==> src/rtl/rstc_pkg.sv <==
package rstc_pkg;
  localparam int unsigned C_POR    = 0;
  localparam int unsigned C_BOR    = 1;
  localparam int unsigned C_WDT    = 2;
  localparam int unsigned C_EXT    = 3;
  localparam int unsigned C_SOFT   = 4;
  localparam int unsigned C_THERM  = 5;
  localparam int unsigned C_PGF    = 6;
  localparam int unsigned C_LOCKUP = 7;

  localparam int unsigned N_RANKED = 8;
  // Highest priority first.
  localparam logic [2:0] RANKED [N_RANKED] = '{3'd7, 3'd5, 3'd1, 3'd6, 3'd2, 3'd3, 3'd4, 3'd0};
  localparam logic [4:0] SUM_NONE = 5'h1F;
  localparam logic [7:0] HW_MASK  = 8'hEE;

  typedef enum logic [0:0] {AG_IDLE, AG_OPEN} agg_state_e;
endpackage

==> src/rtl/rstc_tick_timer.sv <==
module rstc_tick_timer #(
  parameter int unsigned W = 8
) (
  input  logic         clk,
  input  logic         rst_n,
  input  logic         load,
  input  logic [W-1:0] len,
  input  logic         tick,
  output logic         done
);
  logic [W-1:0] cnt_q, cnt_d;

  always_comb begin
    cnt_d = cnt_q;
    if (load)                    cnt_d = len;
    else if (tick && cnt_q != '0) cnt_d = cnt_q - 1'b1;
  end

  always_ff @(posedge clk or negedge rst_n) begin
    if (!rst_n) cnt_q <= '0;
    else        cnt_q <= cnt_d;
  end

  assign done = (cnt_q == '0);
endmodule

==> src/rtl/rstc_order_trk.sv <==
module rstc_order_trk #(
  parameter int unsigned NSRC   = 16,
  parameter int unsigned RANK_W = 4,
  localparam int unsigned IDX_W = $clog2(NSRC)
) (
  input  logic                   clk,
  input  logic                   rst_n,
  input  logic                   start,
  input  logic                   merge,
  input  logic [NSRC-1:0]        stb,
  output logic [NSRC-1:0]        acc_nx,
  output logic [NSRC*RANK_W-1:0] order_nx,
  output logic [IDX_W-1:0]       first_nx,
  output logic [IDX_W:0]         arr_nx
);
  localparam int unsigned RANK_MAXI = (1 << RANK_W) - 1;
  localparam logic [IDX_W:0] ARR_MAX = (IDX_W+1)'(NSRC);

  logic [NSRC-1:0]   acc_q, fresh;
  logic [IDX_W:0]    arr_q;
  logic [IDX_W-1:0]  first_q, low_idx;
  logic [RANK_W-1:0] next_rank;

  assign fresh = start ? stb : (merge ? (stb & ~acc_q) : '0);

  always_comb begin
    low_idx = '0;
    for (int i = NSRC - 1; i >= 0; i--)
      if (stb[i]) low_idx = IDX_W'(i);
  end

  always_comb begin
    if (start)                                    next_rank = '0;
    else if (arr_q >= (IDX_W+1)'(RANK_MAXI))      next_rank = RANK_W'(RANK_MAXI);
    else                                          next_rank = RANK_W'(arr_q);
  end

  always_comb begin
    acc_nx   = start ? stb : (acc_q | fresh);
    first_nx = start ? low_idx : first_q;
    if (start)                          arr_nx = (|stb) ? (IDX_W+1)'(1) : '0;
    else if (|fresh && arr_q != ARR_MAX) arr_nx = arr_q + 1'b1;
    else                                arr_nx = arr_q;
  end

  always_ff @(posedge clk or negedge rst_n) begin
    if (!rst_n) begin
      acc_q   <= '0;
      arr_q   <= '0;
      first_q <= '0;
    end else begin
      acc_q   <= acc_nx;
      arr_q   <= arr_nx;
      first_q <= first_nx;
    end
  end

  for (genvar g = 0; g < NSRC; g++) begin : g_rank
    logic [RANK_W-1:0] rank_q, rank_d;
    always_comb begin
      if (start)         rank_d = '0;
      else if (fresh[g]) rank_d = next_rank;
      else               rank_d = rank_q;
    end
    always_ff @(posedge clk or negedge rst_n) begin
      if (!rst_n) rank_q <= '0;
      else        rank_q <= rank_d;
    end
    assign order_nx[g*RANK_W +: RANK_W] = rank_d;
  end
endmodule

==> src/rtl/rstc_prio.sv <==
module rstc_prio
  import rstc_pkg::*;
(
  input  logic [N_RANKED-1:0] std_causes,
  output logic [4:0]          code
);
  always_comb begin
    code = SUM_NONE;
    for (int k = N_RANKED - 1; k >= 0; k--)
      if (std_causes[RANKED[k]]) code = {2'b00, RANKED[k]};
  end
endmodule

==> src/rtl/rstc_evt_agg.sv <==
module rstc_evt_agg
  import rstc_pkg::*;
#(
  parameter int unsigned NSRC   = 16,
  parameter int unsigned WIN_W  = 8,
  parameter int unsigned SEQ_W  = 16,
  parameter int unsigned DT_W   = 16,
  parameter int unsigned REP_W  = 8,
  parameter int unsigned RANK_W = 4,
  localparam int unsigned IDX_W = $clog2(NSRC)
) (
  input  logic                   clk,
  input  logic                   rst_n,
  input  logic [NSRC-1:0]        cause_stb,
  input  logic                   ms_tick,
  input  logic [WIN_W-1:0]       win_len,
  input  logic [WIN_W-1:0]       sup_len,
  input  logic                   evt_ack,
  output logic                   evt_valid,
  output logic [NSRC-1:0]        evt_causes,
  output logic [4:0]             evt_summary,
  output logic [IDX_W-1:0]       evt_first,
  output logic [IDX_W:0]         evt_arrivals,
  output logic [NSRC*RANK_W-1:0] evt_order,
  output logic [SEQ_W-1:0]       evt_seq,
  output logic [DT_W-1:0]        evt_dticks,
  output logic [REP_W-1:0]       evt_repeat
);
  agg_state_e state_q, state_d;

  logic                   start, merge, win_done, sup_done, closing, dup, emit, suppress;
  logic [NSRC-1:0]        acc_nx;
  logic [NSRC*RANK_W-1:0] order_nx;
  logic [IDX_W-1:0]       first_nx;
  logic [IDX_W:0]         arr_nx;
  logic [4:0]             sum_nx;
  logic [WIN_W-1:0]       sup_lat_q, sup_lat_d;
  logic [DT_W-1:0]        since_q, since_d;

  logic                   valid_q, valid_d;
  logic [NSRC-1:0]        causes_q, causes_d;
  logic [4:0]             sum_q, sum_d;
  logic [IDX_W-1:0]       first_q, first_d;
  logic [IDX_W:0]         arr_q, arr_d;
  logic [NSRC*RANK_W-1:0] order_q, order_d;
  logic [SEQ_W-1:0]       seq_q, seq_d;
  logic [DT_W-1:0]        dt_q, dt_d;
  logic [REP_W-1:0]       rep_q, rep_d;

  assign start = (state_q == AG_IDLE) && (|cause_stb);
  assign merge = (state_q == AG_OPEN);

  rstc_order_trk #(.NSRC(NSRC), .RANK_W(RANK_W)) u_order (
    .clk(clk), .rst_n(rst_n), .start(start), .merge(merge), .stb(cause_stb),
    .acc_nx(acc_nx), .order_nx(order_nx), .first_nx(first_nx), .arr_nx(arr_nx)
  );

  rstc_tick_timer #(.W(WIN_W)) u_win (
    .clk(clk), .rst_n(rst_n), .load(start), .len(win_len), .tick(ms_tick), .done(win_done)
  );

  rstc_tick_timer #(.W(WIN_W)) u_sup (
    .clk(clk), .rst_n(rst_n), .load(emit), .len(sup_lat_q), .tick(ms_tick), .done(sup_done)
  );

  rstc_prio u_prio (.std_causes(acc_nx[N_RANKED-1:0]), .code(sum_nx));

  // Sequence 0 is the reset anchor, so a nonzero value marks a prior emission.
  assign closing  = merge && win_done;
  assign dup      = (seq_q != '0) && !sup_done && (acc_nx == causes_q);
  assign suppress = closing && dup;
  assign emit     = closing && !dup && !valid_q;

  always_comb begin
    state_d = state_q;
    if (start)                 state_d = AG_OPEN;
    else if (emit || suppress) state_d = AG_IDLE;
  end

  always_comb begin
    sup_lat_d = start ? sup_len : sup_lat_q;
    if (emit)                           since_d = DT_W'(ms_tick);
    else if (ms_tick && !(&since_q))    since_d = since_q + 1'b1;
    else                                since_d = since_q;
  end

  always_comb begin
    valid_d  = valid_q;
    causes_d = causes_q;
    sum_d    = sum_q;
    first_d  = first_q;
    arr_d    = arr_q;
    order_d  = order_q;
    seq_d    = seq_q;
    dt_d     = dt_q;
    rep_d    = rep_q;
    if (emit) begin
      valid_d  = 1'b1;
      causes_d = acc_nx;
      sum_d    = sum_nx;
      first_d  = first_nx;
      arr_d    = arr_nx;
      order_d  = order_nx;
      seq_d    = (&seq_q) ? seq_q : seq_q + 1'b1;
      dt_d     = since_q;
      rep_d    = '0;
    end else begin
      if (valid_q && evt_ack)       valid_d = 1'b0;
      if (suppress && !(&rep_q))    rep_d   = rep_q + 1'b1;
    end
  end

  always_ff @(posedge clk or negedge rst_n) begin
    if (!rst_n) begin
      state_q   <= AG_IDLE;
      sup_lat_q <= '0;
      since_q   <= '0;
      valid_q   <= 1'b0;
      causes_q  <= '0;
      sum_q     <= SUM_NONE;
      first_q   <= '0;
      arr_q     <= '0;
      order_q   <= '0;
      seq_q     <= '0;
      dt_q      <= '0;
      rep_q     <= '0;
    end else begin
      state_q   <= state_d;
      sup_lat_q <= sup_lat_d;
      since_q   <= since_d;
      valid_q   <= valid_d;
      causes_q  <= causes_d;
      sum_q     <= sum_d;
      first_q   <= first_d;
      arr_q     <= arr_d;
      order_q   <= order_d;
      seq_q     <= seq_d;
      dt_q      <= dt_d;
      rep_q     <= rep_d;
    end
  end

  assign evt_valid    = valid_q;
  assign evt_causes   = causes_q;
  assign evt_summary  = sum_q;
  assign evt_first    = first_q;
  assign evt_arrivals = arr_q;
  assign evt_order    = order_q;
  assign evt_seq      = seq_q;
  assign evt_dticks   = dt_q;
  assign evt_repeat   = rep_q;
endmodule

==> config.mk <==
export PLATFORM = sky130hd
export DESIGN_NAME = rstc_evt_agg
export DESIGN_NICKNAME = d
export VERILOG_FILES = /design/src/rtl/rstc_pkg.sv /design/src/rtl/rstc_tick_timer.sv /design/src/rtl/rstc_order_trk.sv /design/src/rtl/rstc_prio.sv /design/src/rtl/rstc_evt_agg.sv
export SDC_FILE = /design/constraint.sdc
export NUM_CORES = 1
export LEC_CHECK = 0
export ABC_AREA = 0
export BUFFER_PORTS_ARGS = -buffer_cell sky130_fd_sc_hd__buf_2
export CAP_MARGIN = 25
export CORE_ASPECT_RATIO = 1.4
export CORE_MARGIN = 10
export CORE_UTILIZATION = 55
export DETAILED_ROUTE_END_ITERATION = 10
export HOLD_SLACK_MARGIN = 0.08
export PLACE_DENSITY = 0.83
export SLEW_MARGIN = 25
export SYNTH_ARGS = -nofsm -noshare
export SYNTH_HDL_FRONTEND = slang
export SYNTH_SLANG_ARGS = --single-unit
==> constraint.sdc <==
create_clock -name clk -period 4 [get_ports clk]
set_clock_uncertainty 0.15 [all_clocks]
set_input_delay 1 -clock clk [delete_from_list [all_inputs] [get_ports clk]]
set_output_delay 1 -clock clk [all_outputs]
set_load 0.02 [all_outputs]
==> flow_results.xml <==
<?xml version="1.0" encoding="UTF-8"?>
<metrics>
  <group name="setup_path">
    <metric name="worst-endpoint-arrival" unit="ps">4190</metric>
    <metric name="end_kind" unit="">register</metric>
    <metric name="timing.critical_path.required" unit="ps">4260</metric>
    <metric name="critical_path.max_fanout" unit="">15</metric>
    <metric name="crit-reg2reg-capture" unit="">evt_seq[9]$_DFFE_PN0P_</metric>
    <metric name="critical_path.reg2reg.startpoint" unit="">u_win.cnt_q[3]$_DFFE_PN0P_</metric>
    <metric name="critPathKind" unit="">input port to register</metric>
    <metric name="worst_r2r_path_depth" unit="">10</metric>
    <metric name="ff2ff_setup_slack" unit="ps">600</metric>
    <metric name="crit_path_start_kind" unit="">input port</metric>
  </group>
  <group name="sta">
    <metric name="worst-slew-pin-transition" unit="ps">729.3</metric>
    <metric name="final_min_period_over_clock_period" unit="">0.9843</metric>
    <metric name="fmax" unit="GHz">0.2540</metric>
    <metric name="post-route-min-period" unit="ps">3937</metric>
    <metric name="timing.slew.headroom" unit="">0.5120</metric>
    <metric name="finalSetupViolCount" unit="">0</metric>
    <metric name="grt_setup_unrepaired" unit="">false</metric>
    <metric name="final-hold-violation-count" unit="">0</metric>
    <metric name="number_of_slew_limit_violations_in_the_final_report" unit="">0</metric>
  </group>
  <group name="global_route">
    <metric name="grt_antenna_before_repair" unit="">1</metric>
    <metric name="grt_pass1_vias" unit="">10513</metric>
    <metric name="pin_count_of_the_biggest_net_entering_global_routing" unit="">86</metric>
    <metric name="groute.usage.overall" unit="">0.2327</metric>
    <metric name="first_pass_grt_wire_length" unit="um">55030</metric>
    <metric name="grt_overflow_total" unit="">0</metric>
  </group>
  <group name="status">
    <metric name="run_status" unit="">complete, no violations</metric>
  </group>
  <group name="logic_synthesis">
    <metric name="fraction_of_synthesized_cell_area_in_xor_and_xnor_cells" unit="">0.03730</metric>
    <metric name="synthesized_flop_and_latch_total" unit="">264</metric>
    <metric name="synth_ff_type" unit="">sky130_fd_sc_hd__dfrtp_1</metric>
    <metric name="synth_fp_nets" unit="">1263</metric>
    <metric name="dominant_combinational_cell_family_by_area_after_synthesis" unit="">simple AND/OR/NAND/NOR gates</metric>
    <metric name="mappedNetlistArea" unit="um2">12210</metric>
    <metric name="synth-edff-count" unit="">0</metric>
    <metric name="synth_sequential_area_ratio" unit="">0.5414</metric>
    <metric name="synth-simple-area-share" unit="">0.1645</metric>
    <metric name="synthesis.yosys.warnings" unit="">0</metric>
    <metric name="yosys-mux-area-fraction" unit="">0.08464</metric>
    <metric name="synthDistinctLibCells" unit="">61</metric>
    <metric name="synth_fa_ha_area_frac" unit="">0.01025</metric>
    <metric name="syn_inst" unit="">1217</metric>
    <metric name="async_reset_ff_frac" unit="">1.000</metric>
    <metric name="synth_compound_gate_area_share" unit="">0.1210</metric>
    <metric name="synth_area_per_cell" unit="um2">10.03</metric>
  </group>
  <group name="floorplan">
    <metric name="die_height" unit="um">196.3</metric>
    <metric name="io_pins" unit="">171</metric>
    <metric name="floorplan.die_area" unit="um2">28650</metric>
    <metric name="initial_utilization" unit="">0.5586</metric>
    <metric name="die_w" unit="um">145.9</metric>
    <metric name="core_area" unit="um2">21860</metric>
    <metric name="rows" unit="">64</metric>
  </group>
  <group name="clocking">
    <metric name="clock_slew_seen_by_the_registers_of_the_worst_setup_and_hold_paths" unit="ps">60</metric>
    <metric name="clk_latency" unit="ps">540</metric>
    <metric name="cts-root-buf" unit="">sky130_fd_sc_hd__clkbuf_16</metric>
    <metric name="max-clock-path-buffers" unit="">3</metric>
    <metric name="clock-sinks" unit="">264</metric>
    <metric name="cts_tree" unit="">done</metric>
    <metric name="post_cts_buffers" unit="">0</metric>
    <metric name="cts_max_level" unit="">1</metric>
    <metric name="numCtsBuffers" unit="">26</metric>
  </group>
  <group name="placed_design">
    <metric name="place_hpwl" unit="um">24600</metric>
    <metric name="port_buffers" unit="">170</metric>
    <metric name="routability_congestion" unit="">1.003</metric>
  </group>
  <group name="final_layout">
    <metric name="syn2layout_area_growth" unit="%">22.95</metric>
    <metric name="antenna_cells_inserted" unit="">0</metric>
    <metric name="utilization" unit="">0.6868</metric>
    <metric name="final_layout_size_suffix_gt1_frac" unit="">0.2584</metric>
    <metric name="commonest_non_fill_non_tap_cell_in_the_layout" unit="">sky130_fd_sc_hd__dfrtp_1</metric>
    <metric name="final_net_count" unit="">1491</metric>
    <metric name="highest_count_cells_in_the_layout_ignoring_fill_and_taps" unit="">sky130_fd_sc_hd__dfrtp_1 (260), sky130_fd_sc_hd__buf_2 (169), sky130_fd_sc_hd__o21ai_0 (159)</metric>
  </group>
  <group name="power">
    <metric name="power.ir.vdd_worst" unit="mV">0.4160</metric>
    <metric name="power" unit="uW">8928</metric>
    <metric name="power_leakage" unit="uW">0.007172</metric>
    <metric name="power.density_cell_area" unit="nW/um2">594.6</metric>
  </group>
  <group name="route">
    <metric name="wire_per_inst" unit="um">19.70</metric>
    <metric name="route.antenna.remaining_nets" unit="">0</metric>
    <metric name="detail_route.wirelength" unit="um">34670</metric>
    <metric name="detailedRoute.firstIterationViolations" unit="">812</metric>
    <metric name="drt-pass1-iter-count" unit="">6</metric>
    <metric name="detailroute.via_count" unit="">10330</metric>
    <metric name="via_per_inst" unit="">5.869</metric>
    <metric name="post_route_drc_violation_count" unit="">0</metric>
  </group>
  <group name="run">
    <metric name="drv.max_cap_violation_count" unit="">0</metric>
  </group>
  <group name="min_path">
    <metric name="hold_path.class" unit="">input port to async pin</metric>
  </group>
</metrics>
-- cells by family (layout without fill, tap and decap cells) --
logic type	after synthesis	after routing
AND/OR/NAND/NOR	424	424
AO/OA/AOI/OAI	256	256
buffers and inverters	119	365
XOR/XNOR	52	52
adder cells (fa/ha/maj)	10	10
flip-flops	264	264
multiplexers	92	92
-- what timing repair did --
action | CTS | global route
resized for setup | 0 | 12
endpoints found under the setup margin | 0 | 129
hold buffers | 0 | 0
-- final cells by class --
| type | instances | area (um2) |
|---|---|---|
| Multi-Input combinational cell | 834 | 5246 |
| Fill cell | 1651 | 6848 |
| Clock buffer | 38 | 757.0 |
| Inverter | 44 | 166.4 |
| Sequential cell | 264 | 6611 |
| Timing Repair Buffer | 275 | 1787 |
| Tap cell | 297 | 371.6 |
| Clock inverter | 8 | 73.82 |
-- flip-flops by register name (all words and copies together) (netlist names), 16 cells and up --
name                   flops
u_order.g_rank.rank_q     64
evt_seq                   16
evt_causes                16
evt_dticks                16
since_q                   16
u_order.acc_q             16
evt_order                 64
-- metrics by stage --
stage	setup TNS (ps)	hold slack, ps	cell area, um2	setup slack (ps)	std cells
floorplan	-29890	296.4	12370	-302.2	1217
finish	0	273.0	15010	62.83	1760
global placement	-59120	309.8	14080	-470.9	1712
CTS	0	329.4	14910	19.71	1758
global route	0	357.0	15010	3.742	1760
detailed placement	-63330	313.7	14080	-521.3	1712
-- synthesized netlist by cell type (5+ instances only) --
library cell / count / area, um2
sky130_fd_sc_hd__nand3_1: 80 / 400.4
sky130_fd_sc_hd__a21oi_1: 46 / 230.2
sky130_fd_sc_hd__mux2_2: 13 / 146.4
sky130_fd_sc_hd__nor3b_1: 7 / 52.55
sky130_fd_sc_hd__dfrtp_1: 260 / 6506
sky130_fd_sc_hd__buf_2: 15 / 75.07
sky130_fd_sc_hd__xor2_1: 24 / 210.2
sky130_fd_sc_hd__a31oi_1: 5 / 31.28
sky130_fd_sc_hd__nand4_1: 13 / 81.33
sky130_fd_sc_hd__nor4b_1: 5 / 43.79
sky130_fd_sc_hd__clkbuf_1: 44 / 165.2
sky130_fd_sc_hd__or2_2: 5 / 31.28
sky130_fd_sc_hd__or3_1: 8 / 50.05
sky130_fd_sc_hd__nor2b_1: 14 / 87.58
sky130_fd_sc_hd__mux2_1: 77 / 867.1
sky130_fd_sc_hd__xnor2_1: 28 / 245.2
sky130_fd_sc_hd__inv_1: 43 / 161.4
sky130_fd_sc_hd__nor4_1: 13 / 81.33
sky130_fd_sc_hd__and3_1: 8 / 50.05
sky130_fd_sc_hd__nand2b_1: 5 / 31.28
sky130_fd_sc_hd__nor3_1: 30 / 150.1
sky130_fd_sc_hd__o31ai_1: 5 / 37.54
sky130_fd_sc_hd__clkbuf_2: 6 / 30.03
sky130_fd_sc_hd__or4_1: 9 / 67.56
sky130_fd_sc_hd__ha_1: 10 / 125.1
sky130_fd_sc_hd__nor2_1: 79 / 296.5
sky130_fd_sc_hd__nand2_1: 143 / 536.8
sky130_fd_sc_hd__buf_4: 5 / 37.54
sky130_fd_sc_hd__o21ai_0: 159 / 795.8
-- worst max-delay path, cell delays in order --
cell	delay, ps
sky130_fd_sc_hd__buf_2	110
sky130_fd_sc_hd__or4_4	600
sky130_fd_sc_hd__o41a_1	490
sky130_fd_sc_hd__nor2_1	120
sky130_fd_sc_hd__o221ai_1	140
sky130_fd_sc_hd__or4_4	560
sky130_fd_sc_hd__buf_4	170
sky130_fd_sc_hd__o31ai_4	200
sky130_fd_sc_hd__buf_6	210
sky130_fd_sc_hd__clkbuf_16	200
sky130_fd_sc_hd__mux2_1	360
-- power by group --
group          internal (uW)  leakage (uW)  switching [uW]
Sequential              3490       0.00335             593
Clock                   1370      0.000404            1020
Combinational            939       0.00341            1510
Total                   5800       0.00717            3130
-- worst max-delay path by stage --
stage / end / from / slack, ps
floorplan: evt_repeat[7]$_DFFE_PN0P_ / cause_stb[0] / -300
global placement: evt_repeat[5]$_DFFE_PN0P_ / cause_stb[8] / -470
global route: evt_seq[9]$_DFFE_PN0P_ / cause_stb[12] / 4
CTS: evt_order[42]$_DFFE_PN0N_ / cause_stb[8] / 20
finish: evt_order[55]$_DFFE_PN0N_ / cause_stb[0] / 60
detailed placement: evt_repeat[5]$_DFFE_PN0P_ / cause_stb[8] / -520
-- routing by layer --
layer,up-vias,track usage,share of wire
li1,4700,-,-
met1,5090,0.2659,0.37
met2,438,0.4115,0.51
met3,100,0.05481,0.073
met4,2,0.09347,0.036
met5,-,0,0.00058
Note: power is estimated with default switching activity, not from simulation.
